`src/rtl/irq_guard_pkg.sv`:
```
package irq_guard_pkg;

    typedef enum logic [1:0] {
        GS_ARMED = 2'd0,
        GS_ESCAL = 2'd1,
        GS_RESET = 2'd2
    } guard_state_e;

    typedef struct packed {
        logic lat_rst;
        logic wd_rst;
        logic wd_nmi;
    } cause_t;

    // Bits needed to hold the values 0 .. limit-1
    function automatic int cnt_width(input int limit);
        return (limit < 2) ? 1 : $clog2(limit);
    endfunction

endpackage

```
`src/rtl/irq_guard_counter.sv`:
```
module irq_guard_counter #(
    parameter int LIMIT = 16
) (
    input  logic clk,
    input  logic rst_n,
    input  logic en,
    input  logic restart,
    output logic expire
);
    localparam int W = irq_guard_pkg::cnt_width(LIMIT);
    localparam logic [W-1:0] LAST = W'(LIMIT - 1);

    logic [W-1:0] cnt_q;

    always_ff @(posedge clk or negedge rst_n) begin
        if (!rst_n) begin
            cnt_q <= '0;
        end else if (!en || restart) begin
            cnt_q <= '0;
        end else begin
            cnt_q <= cnt_q + 1'b1;
        end
    end

    // Expiry on the LIMIT-th consecutive enabled cycle
    assign expire = en && (cnt_q == LAST);

endmodule

```
`src/rtl/irq_guard_pulse.sv`:
```
module irq_guard_pulse #(
    parameter int LEN = 4
) (
    input  logic clk,
    input  logic rst_n,
    input  logic start,
    input  logic abort,
    output logic active
);
    localparam int W = irq_guard_pkg::cnt_width(LEN + 1);
    localparam logic [W-1:0] LOAD = W'(LEN);

    logic [W-1:0] left_q;

    always_ff @(posedge clk or negedge rst_n) begin
        if (!rst_n) begin
            left_q <= '0;
        end else if (abort) begin
            left_q <= '0;
        end else if (start) begin
            left_q <= LOAD;
        end else if (left_q != '0) begin
            left_q <= left_q - 1'b1;
        end
    end

    assign active = (left_q != '0);

endmodule

```
`src/rtl/irq_guard_fsm.sv`:
```
module irq_guard_fsm
    import irq_guard_pkg::*;
#(
    parameter int RST_CYCLES = 16
) (
    input  logic         clk,
    input  logic         rst_n,
    input  logic         wd_exp,
    input  logic         lat_exp,
    input  logic         kick,
    output logic         in_reset,
    output logic         nmi_fire,
    output logic         nmi_abort,
    output cause_t       cause_set
);
    localparam int HW = cnt_width(RST_CYCLES);
    localparam logic [HW-1:0] HOLD_LAST = HW'(RST_CYCLES - 1);

    guard_state_e state_q, state_d;
    logic [HW-1:0] hold_q;
    logic          hold_done;

    assign hold_done = (hold_q == HOLD_LAST);

    // State register
    always_ff @(posedge clk or negedge rst_n) begin
        if (!rst_n) begin
            state_q <= GS_ARMED;
        end else begin
            state_q <= state_d;
        end
    end

    // Reset-pulse length counter
    always_ff @(posedge clk or negedge rst_n) begin
        if (!rst_n) begin
            hold_q <= '0;
        end else if (state_q == GS_RESET) begin
            hold_q <= hold_q + 1'b1;
        end else begin
            hold_q <= '0;
        end
    end

    // Next state
    always_comb begin
        state_d = state_q;
        unique case (state_q)
            GS_ARMED: begin
                if (lat_exp)     state_d = GS_RESET;
                else if (wd_exp) state_d = GS_ESCAL;
            end
            GS_ESCAL: begin
                if (lat_exp || wd_exp) state_d = GS_RESET;
                else if (kick)         state_d = GS_ARMED;
            end
            GS_RESET: begin
                if (hold_done) state_d = GS_ARMED;
            end
            default: state_d = GS_ARMED;
        endcase
    end

    // Outputs
    always_comb begin
        in_reset          = (state_q == GS_RESET);
        nmi_fire          = (state_q == GS_ARMED) && wd_exp && !lat_exp;
        nmi_abort         = (state_q != GS_RESET) && (state_d == GS_RESET);
        cause_set.wd_nmi  = nmi_fire;
        cause_set.wd_rst  = (state_q == GS_ESCAL) && wd_exp;
        cause_set.lat_rst = (state_q != GS_RESET) && lat_exp;
    end

endmodule

```
`src/rtl/irq_guard_cause.sv`:
```
module irq_guard_cause
    import irq_guard_pkg::*;
(
    input  logic   clk,
    input  logic   rst_n,
    input  logic   sup,
    input  logic   clr_req,
    input  cause_t set,
    output cause_t cause
);
    cause_t cause_q;

    always_ff @(posedge clk or negedge rst_n) begin
        if (!rst_n) begin
            cause_q <= '0;
        end else if (clr_req && sup) begin
            cause_q <= set;
        end else begin
            cause_q <= cause_q | set;
        end
    end

    assign cause = cause_q;

endmodule

```
`src/rtl/irq_guard.sv`:
```
module irq_guard #(
    parameter int WDOG_CYCLES = 1_000_000,
    parameter int LAT_CYCLES  = 2_000,
    parameter int RST_CYCLES  = 16,
    parameter int NMI_CYCLES  = 4
) (
    input  logic       clk,
    input  logic       rst_n,
    input  logic       sup_mode_i,
    input  logic       irq_n_i,
    input  logic       kick_i,
    input  logic       cause_clr_i,
    output logic       nmi_n_o,
    output logic       rst_n_o,
    output logic [2:0] cause_o
);
    import irq_guard_pkg::*;

    logic   in_reset, wd_en, lat_en, wd_exp, lat_exp, restart;
    logic   nmi_fire, nmi_abort, nmi_active;
    cause_t cause_set, cause_q;

    assign wd_en   = !sup_mode_i && !kick_i && !in_reset;
    assign lat_en  = !irq_n_i && !sup_mode_i && !in_reset;
    assign restart = wd_exp || lat_exp;

    irq_guard_counter #(.LIMIT(WDOG_CYCLES)) wd_cnt_i (
        .clk(clk), .rst_n(rst_n), .en(wd_en), .restart(restart), .expire(wd_exp)
    );

    irq_guard_counter #(.LIMIT(LAT_CYCLES)) lat_cnt_i (
        .clk(clk), .rst_n(rst_n), .en(lat_en), .restart(restart), .expire(lat_exp)
    );

    irq_guard_fsm #(.RST_CYCLES(RST_CYCLES)) fsm_i (
        .clk(clk), .rst_n(rst_n), .wd_exp(wd_exp), .lat_exp(lat_exp), .kick(kick_i),
        .in_reset(in_reset), .nmi_fire(nmi_fire), .nmi_abort(nmi_abort),
        .cause_set(cause_set)
    );

    irq_guard_pulse #(.LEN(NMI_CYCLES)) nmi_pulse_i (
        .clk(clk), .rst_n(rst_n), .start(nmi_fire), .abort(nmi_abort),
        .active(nmi_active)
    );

    irq_guard_cause cause_i (
        .clk(clk), .rst_n(rst_n), .sup(sup_mode_i), .clr_req(cause_clr_i),
        .set(cause_set), .cause(cause_q)
    );

    assign nmi_n_o = !nmi_active;
    assign rst_n_o = !in_reset;
    assign cause_o = cause_q;

endmodule

```
`config.mk`:
```
export PLATFORM = sky130hd
export DESIGN_NAME = irq_guard
export DESIGN_NICKNAME = d
export VERILOG_FILES = /design/src/rtl/irq_guard_pkg.sv /design/src/rtl/irq_guard_counter.sv /design/src/rtl/irq_guard_pulse.sv /design/src/rtl/irq_guard_fsm.sv /design/src/rtl/irq_guard_cause.sv /design/src/rtl/irq_guard.sv
export SDC_FILE = /design/constraint.sdc
export NUM_CORES = 1
export LEC_CHECK = 0
export BUFFER_PORTS_ARGS = -buffer_cell sky130_fd_sc_hd__buf_2
export CAP_MARGIN = 10
export CORE_MARGIN = 8
export CORE_UTILIZATION = 55
export DETAILED_ROUTE_END_ITERATION = 7
export HOLD_SLACK_MARGIN = 0.02
export PLACE_DENSITY = 0.73
export SLEW_MARGIN = 25
export SYNTH_ARGS = -nofsm -noshare
export SYNTH_HDL_FRONTEND = slang
export SYNTH_SLANG_ARGS = --single-unit
```
`constraint.sdc`:
```
create_clock -name clk -period 6.3 [get_ports clk]
set_input_delay 0.315 -clock clk [delete_from_list [all_inputs] [get_ports clk]]
set_output_delay 0.315 -clock clk [all_outputs]
set_load 0.03 [all_outputs]
```
==> results.json <==
{
  "rows": 22,
  "critPathSlowestCell": "nand3b_1",
  "firstDrtPassIters": 4,
  "start_util_pct": 56.54,
  "first_global_vias": 1379,
  "finalCriticalPeriod_ns": 2.466,
  "path_class": "reg2reg",
  "synthMuxAreaShare_pct": 0.5481,
  "p_leak_nw": 0.9944,
  "drv_slew": 0,
  "powerDensity_nw_per_um2": 265.6,
  "clock_skew_ns": 0.008576,
  "cts_tree": "yes",
  "path_clk_slew_ns": 0.08,
  "core_um2": 3633,
  "wl_um": 3505,
  "min_path_type": "in2async",
  "synth_top_area_cell": "dfrtp_1",
  "cts_hold_buf": 0,
  "yosysSeqAreaShare_pct": 52.38,
  "ctsResizeCount": 0,
  "avgSynthCellArea_um2": 10.02,
  "violations": "negative hold slack",
  "die_area_um2": 5947,
  "antenna_found_initial": 0,
  "cap_violations": 0,
  "cp_data_required_time_ns": 6.45,
  "timing.hold.ws_ns": -0.01811,
  "nNetsFinal": 227,
  "fin_crit_sh_pct": 39.14,
  "route.antenna.remaining_nets": 0,
  "area_growth_pct": 9.440,
  "cts_buffers": 5,
  "startpoint_type": "flop",
  "hold_viol_final": 23,
  "grt_pass1_wl_um": 6141,
  "synthAdderAreaFrac_pct": 3.045,
  "crit_fanout": 20,
  "pre_cts_ws_ns": 3.855,
  "gp_congestion": 0.8473,
  "antenna_cells": 0,
  "cts_htree_levels": 2,
  "yosys-top-cells-area": "dfrtp_1 52%, nor2_1 9.0%, xor2_1 7.2%, xnor2_1 5.5%, ha_1 3.0%",
  "post_cts_buffers": 0,
  "worstPathArrival_ns": 2.62,
  "yosysTopAreaCellShare_pct": 52.38,
  "synth_compound_area_share_pct": 2.375,
  "clk_path_buf_depth": 2,
  "via_per_inst": 5.328,
  "crit_chain": "nor2b_4 > or3_4 > or4_1 > nand3b_1 > nor2_1",
  "wire_per_inst_um": 13.23,
  "routed-via-count": 1412,
  "grt_max_degree": 44,
  "setup_viol": 0,
  "syn_area_um2": 2054,
  "synthCells": 205,
  "cts.sinks": 43,
  "worst_setup_path_end_kind": "flop",
  "drt_iter0_markers": 86,
  "worstMarginPinSlew_ns": 0.7795,
  "synth.distinct_cells": 33,
  "syn-num-nets": 216,
  "grt-ovfl-total": 0,
  "insertion_delay_ns": 0.30,
  "chipWidth_um": 77.12,
  "synth_xor_area_share_pct": 12.79,
  "synth_top_family_by_area": "simple AND/OR/NAND/NOR gates",
  "status": "complete, but fails checks",
  "fin_setup_tns_ns": 0,
  "grt_usage_pct": 12.88,
  "synthSimpleGateAreaFrac_pct": 25.82,
  "hpwl_um": 2482,
  "clockRootBuffer": "clkbuf_8",
  "layout-drive-gt1-share_pct": 10.60,
  "rsz0062_at_grt": "no",
  "num-fill-cells": 313,
  "drc": 0,
  "fmaxAchievable_mhz": 405.5,
  "io_buffers": 10,
  "cp_num_buf_inv": 0,
  "synth_seq_cells": 43,
  "cpPeakStageDelay_ns": 0.61,
  "relSlewSlack_pct": 47.87,
  "die_h_um": 77.12,
  "ir_drop_mv": 0.1688,
  "io_pins": 11,
  "path_delay_family": "simple AND/OR/NAND/NOR gates",
  "ys.warnings.count": 0,
  "setup_slack_ns": 3.834
}
-- cell usage after synthesis (all sizes together) --
| library cell | number |
|---|---|
| nor3b | 1 |
| a21oi | 2 |
| a21o | 1 |
| a31oi | 1 |
| ha | 5 |
| nand2 | 10 |
| nand3b | 3 |
| nor3 | 2 |
| xnor2 | 13 |
| dfrtp | 43 |
| and2 | 2 |
| nor4 | 2 |
| a22o | 1 |
| or2 | 1 |
| a211o | 1 |
| xor2 | 17 |
| inv | 7 |
| or4 | 1 |
| nor2b | 2 |
| and3 | 3 |
| or3 | 5 |
| a211oi | 1 |
| nand3 | 12 |
| and4 | 3 |
| nor4b | 2 |
| buf | 6 |
| nor2 | 49 |
| mux2 | 1 |
| nand4 | 8 |
-- logic make-up (layout without fill, tap and decap cells) --
family / after synthesis / after routing
flops: 43 / 43
mux: 1 / 1
compound gates: 7 / 7
fa+ha+maj: 5 / 5
xor+xnor: 30 / 30
simple gates: 106 / 106
buf+inv: 13 / 25
-- layer usage --
layer / wire (um) / share of wire [%] / global-route usage [%] / vias to the layer above
met2: 1665 / 48 / 20.56 / 17
met5: 0 / 0 / 0 / -
met3: 134 / 3.8 / 4.779 / 6
li1: - / - / - / 701
met1: 1641 / 47 / 15.05 / 688
met4: 63 / 1.8 / 5.849 / 0
-- report_power, final --
group          internal (mW)  leakage, nW  switching [mW]
Combinational         0.0352        0.342          0.0468
Clock                  0.128       0.0612          0.0918
Sequential             0.289        0.591         0.00665
-- final timing paths --
kind	end	startpoint	slack (ns)	cells past startpoint
max	wd_cnt_i.cnt_q[14]	fsm_i.state_q[1]	3.83	5
max in group asynchronous	lat_cnt_i.cnt_q[0]	rst_n	5.96	1
min reg2reg	lat_cnt_i.cnt_q[0]	lat_cnt_i.cnt_q[0]	0.48	1
max reg2reg	wd_cnt_i.cnt_q[14]	fsm_i.state_q[1]	3.83	5
min in group clk	fsm_i.state_q[0]	kick_i	0.29	3
min	cause_i.cause[2]	rst_n	-0.02	1
-- metrics by stage --
step | power (mW) | std cells | utilization, % | hold slack [ns] | area, um^2
finish | 0.5973 | 265 | 61.88 | -0.01811 | 2248
CTS | 0.6064 | 265 | 61.81 | 0.1759 | 2246
detailed placement | 0.3842 | 257 | 58.57 | 0.4697 | 2128
global placement | 0.3783 | 257 | 58.57 | 0.4468 | 2128
global route | 0.6275 | 265 | 61.88 | 0.02441 | 2248
floorplan | 0.3626 | 205 | - | 0.01941 | 2054
-- cells in the final DEF, fill, tap and decap left out, drive strengths merged --
cell type	n
a211o	1
a211oi	1
a21o	1
a21oi	2
a22o	1
a31oi	1
and2	2
and3	3
and4	3
buf	10
bufinv	1
clkbuf	6
clkinv	1
dfrtp	43
ha	5
inv	7
mux2	1
nand2	10
nand3	12
nand3b	3
nand4	8
nor2	49
nor2b	2
nor3	2
nor3b	1
nor4	2
nor4b	2
or2	1
or3	5
or4	1
xnor2	13
xor2	17
-- state kept, by name (all words and copies together), names as in the netlist --
register / cells
fsm_i.state_q: 2
nmi_pulse_i.left_q: 3
lat_cnt_i.cnt_q: 11
fsm_i.hold_q: 4
wd_cnt_i.cnt_q: 20
cause_i.cause: 3
-- layout make-up --
| type | instances | area, um^2 | area share, % |
|---|---|---|---|
| Inverter | 7 | 26.28 | 1.169 |
| Timing Repair Buffer | 10 | 52.55 | 2.337 |
| Multi-Input combinational cell | 149 | 915.9 | 40.73 |
| Tap cell | 48 | 60.06 | 2.671 |
| Clock inverter | 2 | 35.03 | 1.558 |
| Sequential cell | 43 | 1076 | 47.86 |
| Clock buffer | 6 | 82.58 | 3.673 |
Note: power is estimated with default switching activity, not from simulation.
